File: config.mk
export PLATFORM = sky130hd
export DESIGN_NAME = cmp_predictor
export DESIGN_NICKNAME = d
export VERILOG_FILES = /design/src/rtl/cmp_pkg.sv /design/src/rtl/cmp_classify.sv /design/src/rtl/cmp_counter.sv /design/src/rtl/cmp_predictor.sv
export SDC_FILE = /design/constraint.sdc
export NUM_CORES = 1
export LEC_CHECK = 0
export BUFFER_PORTS_ARGS = -buffer_cell sky130_fd_sc_hd__buf_2
export CAP_MARGIN = 10
export CORE_AREA = 3 3 100 102
export CTS_CLUSTER_SIZE = 14
export DETAILED_ROUTE_END_ITERATION = 10
export DIE_AREA = 0 0 103 105
export PLACE_DENSITY = 0.8
export SETUP_SLACK_MARGIN = 0.2
export SLEW_MARGIN = 20
export SYNTH_ARGS = -nofsm -noshare
export SYNTH_HDL_FRONTEND = slang
export SYNTH_SLANG_ARGS = --single-unit
File: constraint.sdc
create_clock -name clk -period 9.6 [get_ports clk]
set_clock_uncertainty 0.2 [all_clocks]
set_input_delay 1.44 -clock clk [delete_from_list [all_inputs] [get_ports clk]]
set_output_delay 1.44 -clock clk [all_outputs]
set_load 0.02 [all_outputs]
File: src/rtl/cmp_pkg.sv
package cmp_pkg;
  typedef enum logic [2:0] {
    ACC_IDLE,
    ACC_UNPEN,
    ACC_PEN,
    ACC_AVOIDED,
    ACC_AVOIDABLE,
    ACC_UNAVOID
  } accClass_e;

  typedef struct packed {
    logic bump;
    logic drop;
  } cntCmd_t;
endpackage

File: src/rtl/cmp_classify.sv
module cmp_classify
  import cmp_pkg::*;
#(
  parameter int NUM_TAGS = 4,
  parameter int UNC_WAYS = 2,
  parameter int SEG_CAP  = 16,
  parameter int SIZE_W   = 4,
  parameter int DEP_W    = 4
) (
  input  logic                       accValid,
  input  logic                       accHit,
  input  logic [DEP_W-1:0]           accDepth,
  input  logic                       accLineComp,
  input  logic [NUM_TAGS*SIZE_W-1:0] accSizes,
  output cntCmd_t                    cmd
);
  localparam int SUM_W = SIZE_W + $clog2(NUM_TAGS) + 2;

  logic [SUM_W-1:0] depthSum;
  logic             tagInRange;
  logic             shallow;
  accClass_e        cls;

  // Sum stored sizes of every position from the top of the stack down to the matched depth
  always_comb begin
    depthSum = '0;
    for (int i = 0; i < NUM_TAGS; i++) begin
      if (DEP_W'(i) < accDepth) depthSum = depthSum + SUM_W'(accSizes[i*SIZE_W +: SIZE_W]);
    end
  end

  assign tagInRange = (accDepth != '0) && (accDepth <= DEP_W'(NUM_TAGS));
  assign shallow    = (accDepth <= DEP_W'(UNC_WAYS));

  always_comb begin
    cls = ACC_IDLE;
    if (accValid) begin
      if (accHit) begin
        if (shallow) cls = accLineComp ? ACC_PEN : ACC_UNPEN;
        else         cls = ACC_AVOIDED;
      end else if (tagInRange && (depthSum <= SUM_W'(SEG_CAP))) begin
        cls = ACC_AVOIDABLE;
      end else begin
        cls = ACC_UNAVOID;
      end
    end
  end

  assign cmd.bump = (cls == ACC_AVOIDED) || (cls == ACC_AVOIDABLE);
  assign cmd.drop = (cls == ACC_PEN);
endmodule

File: src/rtl/cmp_counter.sv
module cmp_counter
  import cmp_pkg::*;
#(
  parameter int CNT_W = 19,
  parameter int LAT_W = 10
) (
  input  logic                    clk,
  input  logic                    rstN,
  input  cntCmd_t                 cmd,
  input  logic                    normMode,
  input  logic [LAT_W-1:0]        memLat,
  input  logic [LAT_W-1:0]        decLat,
  output logic signed [CNT_W-1:0] cnt
);
  localparam int EXT = CNT_W + 2;
  localparam logic signed [CNT_W-1:0] MAXV = {1'b0, {(CNT_W-1){1'b1}}};
  localparam logic signed [CNT_W-1:0] MINV = {1'b1, {(CNT_W-1){1'b0}}};

  logic [LAT_W-1:0]      safeDiv;
  logic [LAT_W-1:0]      upStep;
  logic [LAT_W-1:0]      downStep;
  logic signed [EXT-1:0] cntExt;
  logic signed [EXT-1:0] wide;
  logic signed [CNT_W-1:0] nextCnt;

  assign safeDiv  = (decLat == '0) ? LAT_W'(1) : decLat;
  assign upStep   = normMode ? (memLat / safeDiv) : memLat;
  assign downStep = normMode ? LAT_W'(1) : decLat;
  assign cntExt   = {{2{cnt[CNT_W-1]}}, cnt};

  always_comb begin
    wide = cntExt;
    if (cmd.bump)      wide = cntExt + $signed({{(EXT-LAT_W){1'b0}}, upStep});
    else if (cmd.drop) wide = cntExt - $signed({{(EXT-LAT_W){1'b0}}, downStep});
    if (wide > $signed({{2{1'b0}}, MAXV}))      nextCnt = MAXV;
    else if (wide < $signed({{2{1'b1}}, MINV})) nextCnt = MINV;
    else                                        nextCnt = wide[CNT_W-1:0];
  end

  always_ff @(posedge clk or negedge rstN) begin
    if (!rstN) cnt <= '0;
    else       cnt <= nextCnt;
  end
endmodule

File: src/rtl/cmp_predictor.sv
module cmp_predictor
  import cmp_pkg::*;
#(
  parameter int CNT_W    = 19,
  parameter int LAT_W    = 10,
  parameter int NUM_TAGS = 4,
  parameter int UNC_WAYS = 2,
  parameter int SEG_CAP  = 16,
  parameter int SIZE_W   = 4,
  parameter int DEP_W    = $clog2(NUM_TAGS + 1) + 1
) (
  input  logic                       clk,
  input  logic                       rstN,
  input  logic                       accValid,
  input  logic                       accHit,
  input  logic [DEP_W-1:0]           accDepth,
  input  logic                       accLineComp,
  input  logic [NUM_TAGS*SIZE_W-1:0] accSizes,
  input  logic [LAT_W-1:0]           memLat,
  input  logic [LAT_W-1:0]           decLat,
  input  logic                       normMode,
  output logic                       allocComp,
  output logic signed [CNT_W-1:0]    predCount
);
  cntCmd_t cmd;

  cmp_classify #(
    .NUM_TAGS(NUM_TAGS), .UNC_WAYS(UNC_WAYS), .SEG_CAP(SEG_CAP),
    .SIZE_W(SIZE_W), .DEP_W(DEP_W)
  ) uClassify (
    .accValid(accValid), .accHit(accHit), .accDepth(accDepth),
    .accLineComp(accLineComp), .accSizes(accSizes), .cmd(cmd)
  );

  cmp_counter #(.CNT_W(CNT_W), .LAT_W(LAT_W)) uCounter (
    .clk(clk), .rstN(rstN), .cmd(cmd), .normMode(normMode),
    .memLat(memLat), .decLat(decLat), .cnt(predCount)
  );

  assign allocComp = ~predCount[CNT_W-1];
endmodule

==> impl_metrics.tcl, run 1 <==
set metrics [dict create \
    setup_viol 19 \
    regMostFlops "uCounter.cnt" \
    reg2reg_slack_ns 5.39 \
    postCtsHoldBufs 0 \
    placed_area_mm2 0.00681 \
    worstHoldPathCells 2 \
    cp.arrival_ns 20.80 \
    status "finished, violations left" \
    cts_buffers 3 \
    seq_area_frac_synth 0.0879 \
    vias 7712 \
    fmax_mhz 48.0 \
    cp.required_ns 9.56 \
    slowest_delay_ns 0.56 \
    postSynth.asyncResetShare 1.00 \
    setup_tns_ns -208.95 \
    path_clk_slew_ns 0.08 \
    crit_path_start "decLat[6]" \
    cp-endpoint "uCounter.cnt[6]" \
    cts-root-buf "clkbuf_8" \
    final.min_clock_period_ns 20.85 \
    gr-total-overflow 0 \
    path_max_fanout 6 \
    fin_area_mm2 0.00829 \
    avgSynthCellArea_um2 7.78 \
    rsz0062_at_grt "true" \
    cts.sink_count 19 \
    fin_crit_sh 2.17 \
    powerDensity_mw_per_mm2 170 \
    top_usage_layer "met2" \
    max-cap-violations 0 \
    drt_drc_violations_left 0 \
    cts_tree "done" \
    synth_flop_cell "dfrtp_1" \
    h-tree-depth 1 \
    regToRegEndpoint "uCounter.cnt[4]" \
    hold_viol 0 \
    die_w_um 103 \
    synth_seq_cells 19 \
    maxSlewViolCount 0 \
    leakage_nw 3.85 \
    firstDrtPassIters 7 \
    grt_pass1_vias 6961 \
    ant_nets 0 \
    ioPinCount 66 \
    cts_buffer_depth 2 \
    port_buffers 65 \
    first_iter_violations 809 \
    path_depth 101 \
    dp_cells 966 \
    ys.warnings.count 0 \
    cp_top_family "compound AO/OA/AOI/OAI gates" \
    antenna_found_initial 3 \
    cp-start-kind "input port" \
    die_area_mm2 0.0108 \
    syn_nets 834 \
    violations "negative setup slack" \
    grt_max_degree 29 \
    wire_per_inst_um 26.0 \
    hpwl_um 12800 \
    core_area_mm2 0.00920 \
    grtUsageMet2 0.660 \
    synth_cell_types 77 \
    synth_cells 695 \
    cp_slowest_cell "or4_4" \
    path_buf_inv 21 \
    wirelength_um 27600 \
    setup_ws_ns -11.25 \
    fp.dieH_um 105 \
    largestRegisters "uCounter.cnt x19" \
    critPathKind "in2reg" \
    grt.total_usage 0.365 \
    rows 35 \
    relSlewSlack 0.216 \
    worst_pin_slew_ns 1.18 \
    grtUsageMet1 0.403 \
    nets 1091 \
    synth_edf_count 0 \
    vdd_drop_max_v 0.000196 \
    cp-end-kind "flop" \
    gp_congestion 0.930 \
    viasPerCell 7.25 \
    drive_above_1_share 0.463 \
    rr_startpoint "uCounter.cnt[0]" \
    netlist_area_mm2 0.00541 \
    initial_core_util 0.588 \
    largest_reg_flops 19 \
    syn_to_final_growth_pct 53.4 \
    hp-class "reg2reg" \
    reg2reg_depth 15 \
    final_cells 1064 \
    met3_usage 0.0507 \
    grt_pass1_wl_um 32400 \
    worstSkewPairLatency_ns 0.27 \
]
-- cell type report --
| type | count | area (µm²) |
|---|---|---|
| clock buffer | 3 | 41.3 |
| antenna | 2 | 5.00 |
| inverter | 49 | 189 |
| tap | 111 | 139 |
| multi-input combinational | 604 | 5460 |
| clock inverter | 1 | 5.00 |
| timing repair buffer | 275 | 1970 |
| fill | 391 | 905 |
| sequential | 19 | 475 |
-- per-layer routing --
layer / routed length (µm) / share of wire / vias up
met3: 3400 / 0.12 / 382
li1: - / - / 3072
met1: 8840 / 0.32 / 3505
met4: 3170 / 0.11 / 10
met5: 165 / 0.0060 / -
met2: 12000 / 0.44 / 743
-- worst min-delay path: cells and delay by family, from the launching register on --
kind | cells | cell delay, ns
flip-flops | 1 | 0.42
adder cells (fa/ha/maj) | 1 | 0.18
XOR/XNOR | 1 | 0.15
-- kinds of logic (layout without fill, tap and decap cells) --
family / count (synthesis) / after routing / share of synthesized area
other: 0 / 2 / 0
buffers and inverters: 74 / 328 / 0.0560
and+or+nand+nor: 230 / 230 / 0.221
adders and majority gates: 111 / 111 / 0.255
xor gates and xnor gates: 44 / 44 / 0.0727
AOI/OAI and AO/OA: 179 / 181 / 0.228
muxes: 38 / 38 / 0.0785
DFF: 19 / 19 / 0.0879
-- power breakdown --
| part | internal (mW) | switching (mW) |
|---|---|---|
| logic | 0.540 | 0.629 |
| registers | 0.115 | 0.0651 |
| clock network | 0.0290 | 0.0315 |
-- Yosys cell counts (all sizes together), types with 2 or more instances --
master	count	area share
xnor2	26	0.044
a21oi	34	0.033
or4	2	0.0028
nor4	9	0.016
or2	7	0.0081
o221ai	9	0.015
a2111oi	3	0.0083
inv	49	0.034
a21boi	6	0.0083
a211o	5	0.0081
o211ai	2	0.0028
and2	2	0.0023
and3	4	0.0046
mux2	26	0.056
a211oi	6	0.0083
nand4	6	0.0069
ha	88	0.20
nand3b	5	0.0069
or3	6	0.0079
fa	5	0.019
nor3b	3	0.0042
mux2i	12	0.022
a31oi	6	0.0081
a2bb2oi	2	0.0032
o21a	20	0.028
maj3	18	0.033
o311ai	2	0.0032
nand3	10	0.0093
buf	11	0.012
xor2	18	0.029
or3b	2	0.0032
dfrtp	19	0.088
a21o	13	0.018
nor2b	12	0.014
o31ai	6	0.0083
nand2	53	0.037
o21ai	44	0.041
nand2b	20	0.023
a22oi	2	0.0028
clkbuf	14	0.0097
nor2	52	0.036
o21bai	4	0.0056
nor3	33	0.033
-- worst min path at each step --
stage                                start                to  slack, ns
after floorplan           uCounter.cnt[17]  uCounter.cnt[17]       0.64
after detailed placement  uCounter.cnt[17]  uCounter.cnt[17]       0.55
after global routing      uCounter.cnt[17]  uCounter.cnt[17]       0.62
after CTS                 uCounter.cnt[13]  uCounter.cnt[13]       0.59
after global placement    uCounter.cnt[17]  uCounter.cnt[17]       0.54
final                     uCounter.cnt[13]  uCounter.cnt[13]       0.59
-- stage by stage --
stage               hold slack (ns)  worst slack (ns)   util  power, mW
finish                        0.590            -11.25  0.902       1.41
global route                  0.617            -12.03  0.901       1.49
CTS                           0.591             -8.59  0.836       1.19
detailed placement            0.554             -9.75  0.741       1.02
global placement              0.545             -9.23  0.741      0.990
floorplan                     0.638             -9.36      -      0.767
-- cells in the final DEF (no fill, tap or decap), drive strengths merged, types with 4 or more instances in the layout --
cell type and n:
nand2b 20, xnor2 26, or3 6, o31ai 6
o21a 20, and3 4, a21oi 34, o21ai 44
mux2 26, nor3 33, nand3 10, nor2b 12
dfrtp 19, a21boi 6, fa 5, nor2 52
o21bai 4, a211oi 6, inv 49, nand4 6
mux2i 12, buf 275, xor2 18, a31oi 8
o221ai 9, maj3 18, nor4 9, a211o 5
nand2 53, nand3b 5, or2 7, a21o 13
ha 88
-- repair_timing --
action,in CTS,in global routing
gates resized for setup,76,56
pin swaps,85,71
endpoints found under the setup margin,19,19
setup buffers,60,29
cloned,3,0
Note: power is estimated with default switching activity, not from simulation.
==> run 2: changes to the inputs <==
==> constraint.sdc (replaced) <==
create_clock -name clk -period 22.9 [get_ports clk]
set_clock_uncertainty 0.2 [all_clocks]
set_input_delay 3.435 -clock clk [delete_from_list [all_inputs] [get_ports clk]]
set_output_delay 3.435 -clock clk [all_outputs]
set_load 0.02 [all_outputs]
==> impl_metrics.tcl, run 2 (synthesis gave the netlist of run 1 again) <==
set metrics [dict create \
    multi_input_area_mm2 0.00476 \
    grt_pass1_vias 5259 \
    critPathKind "in2reg" \
    syn_to_final_growth_pct 13.1 \
    cts_buffer_depth 2 \
    postCtsHoldBufs 0 \
    port_buffers 65 \
    nets 903 \
    gr-total-overflow 0 \
    cp.required_ns 22.84 \
    regToRegEndpoint "uCounter.cnt[10]" \
    vdd_drop_max_v 0.0000660 \
    rsz0062_at_grt "false" \
    max-cap-violations 0 \
    hold_viol 0 \
    grt_pass1_wl_um 24300 \
    cp.arrival_ns 21.72 \
    leakage_nw 2.80 \
    path_max_fanout 6 \
    reg2reg_depth 14 \
    hp-class "reg2reg" \
    cp-end-kind "flop" \
    antenna_found_initial 0 \
    largestRegisters "uCounter.cnt x19" \
    wirelength_um 14600 \
    setup_viol 0 \
    grt_max_degree 29 \
    ant_nets 0 \
    wire_per_inst_um 16.7 \
    rr_startpoint "uCounter.cnt[0]" \
    cts-root-buf "clkbuf_8" \
    hpwl_um 11700 \
    cts.sink_count 19 \
    worst_pin_slew_ns 0.988 \
    fp.dieH_um 105 \
    viasPerCell 6.23 \
    worstHoldPathCells 2 \
    ioPinCount 66 \
    fmax_mhz 45.9 \
    largest_reg_flops 19 \
    fillers 792 \
    cts_tree "done" \
    rows 35 \
    crit_top_cell "o21a_1" \
    core_area_mm2 0.00920 \
    status "completed" \
    vias 5441 \
    final.min_clock_period_ns 21.78 \
    path_clk_slew_ns 0.07 \
    cp_slowest_cell "or4_4" \
    worstSkewPairLatency_ns 0.26 \
    relSlewSlack 0.341 \
    reg2reg_slack_ns 18.95 \
    h-tree-depth 1 \
    slowest_delay_ns 0.55 \
    hold_end "uCounter.cnt[17]" \
    final_cells 874 \
    gp_congestion 0.883 \
    powerDensity_mw_per_mm2 69.5 \
    maxSlewViolCount 0 \
    drt_drc_violations_left 0 \
    dp_cells 860 \
    first_iter_violations 255 \
    fin_crit_sh 0.951 \
    cts_buffers 3 \
    final_cell_mix "ha_1, buf_2, nand2_1, nor2_1, inv_1" \
    setup_ws_ns 1.12 \
    regMostFlops "uCounter.cnt" \
    grt.total_usage 0.267 \
    die_w_um 103 \
    initial_core_util 0.588 \
    cp-start-kind "input port" \
    final_common_cell "ha_1" \
    die_area_mm2 0.0108 \
    register_area_um2 475 \
    firstDrtPassIters 5 \
    dp_slack_ns -0.592 \
    diodes 0 \
    drive_above_1_share 0.211 \
    min_from "uCounter.cnt[17]" \
]
## run 2: timing repair
item / 4_1_cts / 5_1_grt
gates resized for setup: 8 / 29
pin swaps: 1 / 13
buffers inserted: 1 / 9
endpoints found under the setup margin: 18 / 19
## run 2: stage by stage
stage / util / hold slack, ns / TNS [ns] / power, mW / instance area [µm²]
finish: 0.665 / 0.536 / 0 / 0.425 / 6110
global route: 0.665 / 0.565 / 0 / 0.467 / 6110
CTS: 0.647 / 0.537 / 0 / 0.415 / 5950
detailed placement: 0.638 / 0.511 / -10.27 / 0.386 / 5860
global placement: 0.638 / 0.507 / 0 / 0.374 / 5860
floorplan: - / 0.607 / 0 / 0.311 / 5410
## run 2: power breakdown
group / switching (mW) / internal [mW]
Clock: 0.0117 / 0.0121
Combinational: 0.182 / 0.148
Sequential: 0.0231 / 0.0482
## run 2: layout make-up
| class | count | share of cell area |
|---|---|---|
| Sequential cell | 19 | 0.0778 |
| Timing Repair Buffer | 89 | 0.0827 |
| Inverter | 49 | 0.0301 |
| Tap cell | 111 | 0.0227 |
| Multi-Input combinational cell | 602 | 0.779 |
| Clock inverter | 1 | 0.000819 |
| Clock buffer | 3 | 0.00675 |
## run 2: worst max path at each step
stage | start | endpoint | slack, ns | cells after the start
2_1_floorplan | decLat[9] | uCounter.cnt[10] | 0.62 | 89
3_3_place_gp | decLat[8] | uCounter.cnt[8] | 0.04 | 89
3_5_place_dp | decLat[8] | uCounter.cnt[10] | -0.59 | 88
4_1_cts | decLat[8] | uCounter.cnt[10] | 0.23 | 89
5_1_grt | decLat[8] | uCounter.cnt[10] | 0.09 | 91
6_report | decLat[8] | uCounter.cnt[10] | 1.12 | 89
## run 2: critical path: cells and delay by family
family                   cells  cell delay (ns)
AND/OR/NAND/NOR             14             2.73
adder cells (fa/ha/maj)     13             3.79
multiplexers                 7             1.77
buffers and inverters        6             0.90
AO/OA/AOI/OAI               49             9.03
## run 2: metal layers
| metal | vias up | wire length, µm | track usage |
|---|---|---|---|
| met4 | 0 | 252 | 0.0481 |
| met2 | 159 | 7080 | 0.454 |
| met1 | 2571 | 6460 | 0.371 |
| li1 | 2689 | - | - |
| met5 | - | 0 | 0 |
| met3 | 22 | 796 | 0.0147 |
==> run 3: changes to the inputs <==
--- a/config.mk
+++ b/config.mk
@@ -12,6 +12,7 @@
 export DETAILED_ROUTE_END_ITERATION = 10
 export DIE_AREA = 0 0 103 105
 export PLACE_DENSITY = 0.8
+export RECOVER_POWER = 100
 export SETUP_SLACK_MARGIN = 0.2
 export SLEW_MARGIN = 20
 export SYNTH_ARGS = -nofsm -noshare
==> impl_metrics.tcl, run 3 (synthesis gave the netlist of run 1 again) <==
set metrics [dict create \
    worstSkewPairLatency_ns 0.26 \
    rsz0062_at_grt "false" \
    path_clk_slew_ns 0.07 \
    rows 35 \
    largestRegisters "uCounter.cnt x19" \
    maxSlewViolCount 0 \
    crit_top_cell "o21a_1" \
    regMostFlops "uCounter.cnt" \
    fin_crit_sh 0.954 \
    cp-end-kind "flop" \
    fmax_mhz 45.8 \
    cts_buffer_depth 2 \
    final.min_clock_period_ns 21.84 \
    grt.total_usage 0.267 \
    max-cap-violations 0 \
    hold_viol 0 \
    grt_max_degree 29 \
    cts.sink_count 19 \
    die_w_um 103 \
    leakage_nw 2.72 \
    first_iter_violations 248 \
    fp.dieH_um 105 \
    relSlewSlack 0.308 \
    cp_slowest_cell "or4_4" \
    wire_per_inst_um 16.7 \
    wirelength_um 14600 \
    cp.arrival_ns 21.78 \
    hpwl_um 11700 \
    worst_pin_slew_ns 1.04 \
    ioPinCount 66 \
    cp.required_ns 22.83 \
    total_power_mw 0.420 \
    firstDrtPassIters 5 \
    vias 5447 \
    powerDensity_mw_per_mm2 69.2 \
    cts_tree "done" \
    slowest_delay_ns 0.55 \
    vdd_drop_max_v 0.0000656 \
    core_area_mm2 0.00920 \
    final_cells 874 \
    postCtsHoldBufs 0 \
    viasPerCell 6.23 \
    largest_reg_flops 19 \
    gp_congestion 0.883 \
    port_buffers 65 \
    setup_viol 0 \
    hp-class "reg2reg" \
    h-tree-depth 1 \
    path_max_fanout 18 \
    ant_nets 0 \
    initial_core_util 0.588 \
    gr-total-overflow 0 \
    drive_above_1_share 0.182 \
    nets 903 \
    die_area_mm2 0.0108 \
    grt_pass1_wl_um 24300 \
    drt_drc_violations_left 0 \
    critPathKind "in2reg" \
    grt_pass1_vias 5259 \
    multi_input_area_mm2 0.00476 \
    cts-root-buf "clkbuf_8" \
    setup_tns_ns 0 \
    fillers 798 \
    cp-start-kind "input port" \
    syn_to_final_growth_pct 12.5 \
    status "completed" \
    final_cell_mix "ha_1, nand2_1, nor2_1, inv_1, buf_2" \
    cts_buffers 3 \
    antenna_found_initial 0 \
    dp_cells 860 \
    final_common_cell "ha_1" \
    diodes 0 \
    register_area_um2 475 \
]
[run 3: changes by cell type in the layout (fill, tap and decap cells not counted), sizes merged]
cell / delta
clkbuf: +21
buf: -21
[run 3: routing by layer]
metal | part of all wire | global-route usage | up-vias
met5 | 0 | 0 | -
met4 | 0.017 | 0.0481 | 0
met3 | 0.050 | 0.0147 | 22
met2 | 0.49 | 0.454 | 157
met1 | 0.45 | 0.371 | 2576
li1 | - | - | 2692
[run 3: layout make-up]
class                           instances  area share
Timing Repair Buffer                   89      0.0788
Clock inverter                          1    0.000823
Sequential cell                        19      0.0782
Multi-Input combinational cell        602       0.782
Tap cell                              111      0.0228
Inverter                               49      0.0303
Clock buffer                            3     0.00679
[run 3: final timing paths]
check / cells past startpoint / from / slack (ns) / end
setup / recovery: 89 / decLat[8] / 1.06 / uCounter.cnt[4]
hold / removal: 2 / uCounter.cnt[17] / 0.54 / uCounter.cnt[17]
setup reg to reg: 14 / uCounter.cnt[0] / 18.90 / uCounter.cnt[4]
hold reg to reg: 2 / uCounter.cnt[17] / 0.54 / uCounter.cnt[17]
max in group asynchronous: 1 / rstN / 18.74 / uCounter.cnt[9]
min in group asynchronous: 1 / rstN / 3.13 / uCounter.cnt[1]
[run 3: worst max-delay path: cells and delay by family]
| kind | cells | cell delay, ns |
|---|---|---|
| AO/OA/AOI/OAI | 49 | 9.13 |
| XOR/XNOR | 1 | 0.26 |
| adder cells (fa/ha/maj) | 13 | 3.84 |
| buffers and inverters | 6 | 0.90 |
| multiplexers | 7 | 1.77 |
| AND/OR/NAND/NOR | 13 | 2.38 |
[run 3: power by group]
group	internal, mW	switching, mW
sequential	0.0482	0.0232
combinational	0.144	0.182
clock	0.0121	0.0115
total	0.204	0.217
[run 3: repair_timing]
item / CTS / global route
pin swaps: 1 / 13
endpoints found under the setup margin: 18 / 19
buffers inserted: 1 / 9
resized for setup: 8 / 29
hold endpoints to repair: 0 / 0
[run 3: per-stage QoR]
stage | util | hold WS, ns | area [µm²] | setup slack (ns)
2_1_floorplan | - | 0.607 | 5410 | 0.622
3_3_place_gp | 0.638 | 0.507 | 5860 | 0.0392
3_5_place_dp | 0.638 | 0.511 | 5860 | -0.592
4_1_cts | 0.647 | 0.537 | 5950 | 0.230
5_1_grt | 0.661 | 0.566 | 6080 | 0.00241
6_report | 0.661 | 0.541 | 6080 | 1.06
